**src/rtl/dma_csr_pkg.sv**
```systemverilog
package dma_csr_pkg;
  localparam int unsigned DW = 32;
  localparam int unsigned CNT_W = 8;

  // word index within a channel
  localparam int unsigned W_CTRL = 0;
  localparam int unsigned W_STAT = 1;
  localparam int unsigned W_CUR  = 2;
  localparam int unsigned W_TAIL = 4;

  // control bits
  localparam int unsigned C_RUN  = 0;
  localparam int unsigned C_TAIL = 1;
  localparam int unsigned C_RST  = 2;
  localparam int unsigned IRQ_LO = 12;
  localparam int unsigned IRQ_HI = 14;

  localparam logic [DW-1:0] CTRL_INIT = 32'h0001_0000;
  localparam logic [DW-1:0] CTRL_SOFT = 32'h0001_0006;

  typedef struct packed {
    logic ctrl;
    logic stat;
    logic cur;
    logic tail;
  } wsel_t;
endpackage

```
**src/rtl/dma_csr_dec.sv**
```systemverilog
module dma_csr_dec
  import dma_csr_pkg::*;
#(
  parameter int unsigned AW     = 8,
  parameter int unsigned NCH    = 2,
  parameter int unsigned SPAN_B = 48,
  localparam int unsigned CH_W  = $clog2(NCH)
) (
  input  logic [AW-1:0]   addr_i,
  output logic [CH_W-1:0] ch_o,
  output wsel_t           sel_o
);
  logic [AW-1:0] off;
  logic [AW-1:0] blk;
  logic [AW-3:0] word;
  logic          aligned;

  assign off     = addr_i % AW'(SPAN_B);
  assign blk     = addr_i / AW'(SPAN_B);
  assign ch_o    = blk[CH_W-1:0];
  assign word    = off[AW-1:2];
  assign aligned = (off[1:0] == 2'b00);

  always_comb begin
    sel_o      = '0;
    sel_o.ctrl = aligned && (word == (AW-2)'(W_CTRL));
    sel_o.stat = aligned && (word == (AW-2)'(W_STAT));
    sel_o.cur  = aligned && (word == (AW-2)'(W_CUR));
    sel_o.tail = aligned && (word == (AW-2)'(W_TAIL));
  end

  logic unused_blk;
  assign unused_blk = ^blk[AW-1:CH_W];
endmodule

```
**src/rtl/dma_csr_chan.sv**
```systemverilog
module dma_csr_chan
  import dma_csr_pkg::*;
(
  input  logic             clk_i,
  input  logic             rst_ni,
  input  logic             wr_i,
  input  logic             rd_i,
  input  wsel_t            sel_i,
  input  logic [DW-1:0]    wdata_i,
  input  logic             set_halted_i,
  input  logic             set_idle_i,
  input  logic             set_ioc_i,
  input  logic             set_dly_i,
  input  logic [CNT_W-1:0] cmpl_cnt_i,
  input  logic [CNT_W-1:0] dly_cnt_i,
  output logic [DW-1:0]    rdata_o,
  output logic             run_o,
  output logic             halted_o,
  output logic             idle_o,
  output logic             irq_o
);
  localparam int unsigned NFL = IRQ_HI - IRQ_LO + 1;

  logic [DW-1:0]  ctrl_q, ctrl_d, ctrl_new;
  logic [DW-1:0]  cur_q, tail_q;
  logic           halted_q, halted_d, idle_q, idle_d;
  logic [NFL-1:0] flag_q, flag_d, flag_set;
  logic           ctrl_wr, stat_wr;

  assign ctrl_wr  = wr_i && sel_i.ctrl;
  assign stat_wr  = wr_i && sel_i.stat;
  assign flag_set = {1'b0, set_dly_i, set_ioc_i};

  always_comb begin
    ctrl_new        = wdata_i;
    ctrl_new[C_TAIL] = 1'b1;
    ctrl_new[C_RST]  = wdata_i[C_RST] | ctrl_q[C_RST];
  end

  always_comb begin
    ctrl_d   = ctrl_q;
    halted_d = halted_q;
    idle_d   = idle_q;
    flag_d   = flag_q;
    if (rd_i && sel_i.ctrl) ctrl_d[C_RST] = 1'b0;
    if (ctrl_wr) begin
      if (ctrl_new[C_RST]) begin
        ctrl_d   = CTRL_SOFT;
        halted_d = 1'b1;
        idle_d   = 1'b0;
        flag_d   = '0;
      end else begin
        ctrl_d = ctrl_new;
        if (ctrl_new[C_RUN]) begin
          halted_d = 1'b0;
          idle_d   = 1'b0;
        end
      end
    end
    if (stat_wr) flag_d = flag_q & ~wdata_i[IRQ_HI:IRQ_LO];
    if (wr_i && sel_i.tail) idle_d = 1'b0;
    // engine set events win over software clears
    if (set_halted_i) halted_d = 1'b1;
    if (set_idle_i)   idle_d   = 1'b1;
    flag_d = flag_d | flag_set;
  end

  always_ff @(posedge clk_i or negedge rst_ni) begin
    if (!rst_ni) begin
      ctrl_q   <= CTRL_INIT;
      halted_q <= 1'b1;
      idle_q   <= 1'b0;
      flag_q   <= '0;
      cur_q    <= '0;
      tail_q   <= '0;
    end else begin
      ctrl_q   <= ctrl_d;
      halted_q <= halted_d;
      idle_q   <= idle_d;
      flag_q   <= flag_d;
      if (wr_i && sel_i.cur)  cur_q  <= wdata_i;
      if (wr_i && sel_i.tail) tail_q <= wdata_i;
    end
  end

  always_comb begin
    rdata_o = '0;
    unique case (1'b1)
      sel_i.ctrl: begin
        rdata_o        = ctrl_q;
        rdata_o[C_RST] = 1'b0;
      end
      sel_i.stat: begin
        rdata_o[0]              = halted_q;
        rdata_o[1]              = idle_q;
        rdata_o[IRQ_HI:IRQ_LO]  = flag_q;
        rdata_o[23:16]          = cmpl_cnt_i;
        rdata_o[31:24]          = dly_cnt_i;
      end
      sel_i.cur:  rdata_o = cur_q;
      sel_i.tail: rdata_o = tail_q;
      default:    rdata_o = '0;
    endcase
  end

  assign run_o    = ctrl_q[C_RUN];
  assign halted_o = halted_q;
  assign idle_o   = idle_q;
  assign irq_o    = |(flag_q & ctrl_q[IRQ_HI:IRQ_LO]);


  tail_mode_forced_chk: assert property (@(posedge clk_i) disable iff (!rst_ni)
    ctrl_wr |=> ctrl_q[C_TAIL]);

  soft_rst_halt_chk: assert property (@(posedge clk_i) disable iff (!rst_ni)
    (ctrl_wr && ctrl_new[C_RST] && !set_idle_i) |=> (halted_q && !run_o && !idle_q));

  rst_clear_on_read_chk: assert property (@(posedge clk_i) disable iff (!rst_ni)
    (rd_i && sel_i.ctrl && !ctrl_wr) |=> !ctrl_q[C_RST]);

  run_start_chk: assert property (@(posedge clk_i) disable iff (!rst_ni)
    (ctrl_wr && !ctrl_q[C_RST] && wdata_i[C_RUN] && !wdata_i[C_RST]
     && !set_halted_i && !set_idle_i) |=> (!halted_q && !idle_q && run_o));

  flag_w1c_chk: assert property (@(posedge clk_i) disable iff (!rst_ni)
    (stat_wr && wdata_i[IRQ_LO] && !set_ioc_i) |=> !flag_q[0]);
endmodule

```
**src/rtl/dma_chan_csr.sv**
```systemverilog
module dma_chan_csr
  import dma_csr_pkg::*;
#(
  parameter int unsigned AW     = 8,
  parameter int unsigned NCH    = 2,
  parameter int unsigned SPAN_B = 48,
  localparam int unsigned CH_W  = $clog2(NCH)
) (
  input  logic               clk_i,
  input  logic               rst_ni,
  input  logic               bus_rd_i,
  input  logic               bus_wr_i,
  input  logic [AW-1:0]      bus_addr_i,
  input  logic [DW-1:0]      bus_wdata_i,
  output logic [DW-1:0]      bus_rdata_o,
  input  logic [NCH-1:0]     eng_set_halted_i,
  input  logic [NCH-1:0]     eng_set_idle_i,
  input  logic [NCH-1:0]     eng_set_ioc_i,
  input  logic [NCH-1:0]     eng_set_dly_i,
  input  logic [NCH*CNT_W-1:0] cmpl_cnt_i,
  input  logic [NCH*CNT_W-1:0] dly_cnt_i,
  output logic [NCH-1:0]     run_o,
  output logic [NCH-1:0]     halted_o,
  output logic [NCH-1:0]     idle_o,
  output logic               start_o,
  output logic [NCH-1:0]     irq_o
);
  logic [CH_W-1:0]          dec_ch;
  wsel_t                    dec_sel;
  logic [NCH-1:0][DW-1:0]   chan_rdata;
  logic [DW-1:0]            rdata_q;
  logic                     start_q;

  dma_csr_dec #(.AW(AW), .NCH(NCH), .SPAN_B(SPAN_B)) u_dec (
    .addr_i (bus_addr_i),
    .ch_o   (dec_ch),
    .sel_o  (dec_sel)
  );

  for (genvar i = 0; i < NCH; i++) begin : g_ch
    logic hit;
    assign hit = (dec_ch == CH_W'(i));
    dma_csr_chan u_chan (
      .clk_i        (clk_i),
      .rst_ni       (rst_ni),
      .wr_i         (bus_wr_i && hit),
      .rd_i         (bus_rd_i && hit),
      .sel_i        (dec_sel),
      .wdata_i      (bus_wdata_i),
      .set_halted_i (eng_set_halted_i[i]),
      .set_idle_i   (eng_set_idle_i[i]),
      .set_ioc_i    (eng_set_ioc_i[i]),
      .set_dly_i    (eng_set_dly_i[i]),
      .cmpl_cnt_i   (cmpl_cnt_i[i*CNT_W +: CNT_W]),
      .dly_cnt_i    (dly_cnt_i[i*CNT_W +: CNT_W]),
      .rdata_o      (chan_rdata[i]),
      .run_o        (run_o[i]),
      .halted_o     (halted_o[i]),
      .idle_o       (idle_o[i]),
      .irq_o        (irq_o[i])
    );
  end

  always_ff @(posedge clk_i or negedge rst_ni) begin
    if (!rst_ni) begin
      rdata_q <= '0;
      start_q <= 1'b0;
    end else begin
      if (bus_rd_i) rdata_q <= chan_rdata[dec_ch];
      start_q <= bus_wr_i && dec_sel.tail && (dec_ch == '0);
    end
  end

  assign bus_rdata_o = rdata_q;
  assign start_o     = start_q;


  start_ch0_only_chk: assert property (@(posedge clk_i) disable iff (!rst_ni)
    (bus_wr_i && dec_sel.tail && dec_ch != '0) |=> !start_o);

  start_pulse_chk: assert property (@(posedge clk_i) disable iff (!rst_ni)
    (start_o && !(bus_wr_i && dec_sel.tail && dec_ch == '0)) |=> !start_o);
endmodule

```
**config.mk**
```make
export PLATFORM = sky130hd
export DESIGN_NAME = dma_chan_csr
export DESIGN_NICKNAME = d
export VERILOG_FILES = /design/src/rtl/dma_csr_pkg.sv /design/src/rtl/dma_csr_dec.sv /design/src/rtl/dma_csr_chan.sv /design/src/rtl/dma_chan_csr.sv
export SDC_FILE = /design/constraint.sdc
export NUM_CORES = 1
export LEC_CHECK = 0
export ABC_CLOCK_PERIOD_IN_PS = 1610
export BUFFER_PORTS_ARGS = -buffer_cell sky130_fd_sc_hd__buf_2
export CAP_MARGIN = 20
export CORE_ASPECT_RATIO = 0.8
export CORE_MARGIN = 8
export CORE_UTILIZATION = 59
export CTS_CLUSTER_SIZE = 20
export DETAILED_ROUTE_END_ITERATION = 6
export HOLD_SLACK_MARGIN = 0.08
export PLACE_DENSITY = 0.8
export SYNTH_ARGS = -nofsm -noshare
export SYNTH_HDL_FRONTEND = slang
export SYNTH_SLANG_ARGS = --single-unit
```
**constraint.sdc**
```tcl
create_clock -name clk_i -period 1.61 [get_ports clk_i]
set_input_delay 0.0805 -clock clk_i [delete_from_list [all_inputs] [get_ports clk_i]]
set_output_delay 0.0805 -clock clk_i [all_outputs]
set_load 0.05 [all_outputs]
```
==> metrics.cfg <==
[synthesis]
syn_area_um2 = 11700
yosysWarningCount = 0
synth-seq-area-share = 0.503
ys_ff_latch = 235
avgSynthCellArea_um2 = 9.68
synth.area.top_cells = dfrtp_1 (49%), nand2_1 (8.9%), mux2_1 (6.4%), mux2i_1 (4.9%), mux2_2 (3.4%)
synthArstFlopShare = 1.00
synth_edf_count = 0
syn_inst = 1209
synth_top_area_frac = 0.494
synth_top_area_cell = dfrtp_1
syn-num-nets = 1293
synth_ff_type = dfrtp_1
synthDistinctLibCells = 62

[layout]
multi_input_area_um2 = 5460
area_growth_pct = 26.8
drive_gt1_frac = 0.246
fillers = 1235
num-nets-final = 1512
diodes = 0
final-seq-area_um2 = 5890
final_core_util = 0.756

[power_and_ir_drop]
ir_drop_mv = 0.734
power.density_nw_per_um2 = 1030
leakagePower_nw = 7.02
p_total_mw = 15.3

[setup_path]
r2r_end = bus_rdata_o[18]$_DFFE_PN0P_
end_kind = output port
ff2ff_setup_slack_ns = 0.19
slowest_stage = a222oi_1
slowest_delay_ns = 0.47
path_class = reg2out
cp_max_fo = 2
worstPathArrival_ns = 1.65
crit_chain = a222oi_1 -> inv_1 -> buf_6
crit_path_start_kind = register
required_ns = 1.53
r2r.worst_path.cells = 5
timing.rr.start = g_ch[0].u_chan.ctrl_q[18]$_DFFE_PN0N_

[floorplan]
pin_count = 125
start_util = 0.596
rows = 46
die_x_um = 173
die_h_um = 142
core_area_um2 = 19600
die-area_um2 = 24600

[global_routing]
grt_max_degree = 59
grt_pass1_wl_um = 59100
first_global_vias = 10921
grt-ovfl-total = 0
grt.total_usage = 0.297
antenna_found_initial = 0

[cts]
path_clk_slew_ns = 0.06
cts_buffers = 24
root_buffer = clkbuf_16
cts_tree = built
htree_levels = 1
clockBufferDepth = 3
insertion_delay_ns = 0.53
numClockSinks = 235

[drt]
vias_per_cell = 6.28
route.detailed.drc = 0
first_pass_iters = 5
num_vias = 10736
wirelength_um = 37000
avgRoutedWirePerCell_um = 21.7
ant_nets = 0
first_iter_violations = 1189

[hold_path]
hp-class = in2reg
min_to = bus_rdata_o[21]$_DFFE_PN0P_
min-delay-start = cmpl_cnt_i[5]
holdPathStages = 5

[run_status]
outcome = finished, violations left
violations = setup timing

[flow_run]
cap_violations = 0

[timing]
finalSetupViolCount = 2
max_slew.worst_pin.slew_ns = 0.438
fin_crit_sh = 1.08
finalHoldViolCount = 0
fin_crit_ns = 1.73
fmax_ghz = 0.577
rsz0062_at_grt = yes
maxSlewHeadroom = 0.708
fin_ws_ns = -0.123
finClkSkew_ns = 0.0111
maxSlewViolCount = 0

[placement]
io_buffers = 124
dp_hpwl_um = 23600
gp_congestion = 0.917

power breakdown:
| part | switching (mW) | internal (mW) | leakage (nW) | total [mW] |
|---|---|---|---|---|
| Combinational | 1.36 | 1.02 | 3.44 | 2.38 |
| Clock | 2.45 | 3.74 | 0.425 | 6.19 |
| Sequential | 0.327 | 6.44 | 3.15 | 6.77 |
| Total | 4.14 | 11.2 | 7.02 | 15.3 |
worst max-delay path, delay by kind of cell, from the launching register on:
family / cells / cell delay, ns
compound gates: 1 / 0.47
flops: 1 / 0.38
buf+inv: 2 / 0.28
repair_timing:
item	in CTS	in global routing
setup endpoints to repair	2	18
endpoints found under the hold margin	440	0
pin swaps	2	2
hold buffers	52	0
buffers inserted	3	2
resized for setup	4	10
sequential cells by signal (all words and copies together) (netlist names):
register / cells
g_ch.u_chan.cur_q: 64
g_ch.u_chan.halted_o: 2
g_ch.u_chan.flag_q: 6
g_ch.u_chan.ctrl_q: 64
g_ch.u_chan.tail_q: 64
g_ch.u_chan.idle_o: 2
start_o: 1
bus_rdata_o: 32
worst max path at each step:
stage | slack (ns) | endpoint | start
after floorplan | -0.23 | g_ch[0].u_chan.cur_q[11]$_DFFE_PN0P_ | bus_addr_i[6]
after global placement | -0.39 | bus_rdata_o[26]$_DFFE_PN0P_ | bus_addr_i[5]
after detailed placement | -0.50 | bus_rdata_o[25]$_DFFE_PN0P_ | bus_addr_i[5]
after global routing | -0.11 | irq_o[0] | g_ch[0].u_chan.flag_q[2]$_DFFE_PN0P_
final | -0.12 | irq_o[0] | g_ch[0].u_chan.flag_q[2]$_DFFE_PN0P_
after CTS | -0.08 | irq_o[0] | g_ch[0].u_chan.flag_q[2]$_DFFE_PN0P_
cell families after synthesis:
| logic type | Yosys count | share of synthesized area |
|---|---|---|
| AOI/OAI and AO/OA | 297 | 0.161 |
| muxes | 159 | 0.147 |
| DFF | 235 | 0.503 |
| adders and majority gates | 1 | 0.000856 |
| buffers and inverters | 113 | 0.0426 |
| and+or+nand+nor | 400 | 0.143 |
| xor gates and xnor gates | 4 | 0.00300 |
layout make-up:
class / instances / share of cell area
multi-input cells: 861 / 0.368
repair buffers: 292 / 0.150
well taps: 264 / 0.0223
clock buffers: 30 / 0.0447
inverters: 14 / 0.00354
flip-flops and latches: 235 / 0.397
clock inverters: 13 / 0.0142
cell usage after synthesis (all sizes together), types with 2 or more instances:
| cell type | number |
|---|---|
| a221oi | 9 |
| nand3b | 2 |
| nand2b | 4 |
| or2 | 3 |
| a2111oi | 4 |
| mux2 | 102 |
| nand2 | 278 |
| a31o | 4 |
| xor2 | 3 |
| a31oi | 14 |
| a22oi | 5 |
| and3 | 2 |
| a222oi | 2 |
| nand3 | 18 |
| mux2i | 57 |
| buf | 42 |
| o31ai | 4 |
| o21bai | 3 |
| nor3 | 19 |
| o22ai | 22 |
| dfrtp | 231 |
| o21ai | 96 |
| a21boi | 2 |
| a211oi | 13 |
| clkbuf | 57 |
| dfstp | 4 |
| nor2b | 3 |
| nand4bb | 2 |
| inv | 14 |
| o32ai | 5 |
| o221ai | 4 |
| o211ai | 25 |
| nor2 | 60 |
| or3 | 3 |
| o2bb2ai | 17 |
| a21oi | 59 |
| o2111ai | 3 |
routing by layer:
layer	global-route usage	vias up	part of all wire
met1	0.392	5219	0.40
li1	-	4704	-
met2	0.476	675	0.46
met5	0	-	0
met3	0.0689	138	0.10
met4	0.111	0	0.035
stage by stage:
stage	setup TNS [ns]	setup slack, ns	instances	hold WS (ns)	area (um2)
2_1_floorplan	-18.68	-0.226	1209	-0.215	12000
3_3_place_gp	-47.52	-0.393	1609	0.00354	13400
3_5_place_dp	-54.17	-0.501	1609	0.00215	13400
4_1_cts	-0.0834	-0.0834	1707	0.0802	14800
5_1_grt	-0.302	-0.107	1709	0.105	14800
6_report	-0.157	-0.123	1709	0.0892	14800
cells in the final DEF, fill, tap and decap left out, types with 12 or more instances in the layout:
cell type and n:
a211oi_1 13, nand2_1 277, mux2_1 58, o21ai_0 29
nand3_1 15, clkbuf_16 24, o211ai_1 24, buf_12 15
buf_4 100, mux2i_1 57, inv_1 12, a21oi_1 59
dfrtp_1 231, buf_2 120, o2bb2ai_1 17, nor3_1 16
dlygate4sd3_1 52, a31oi_1 14, mux2_2 35, nor2_1 55
o21ai_1 67, o22ai_1 22
No activity file was read; power rests on OpenSTA's default activity.
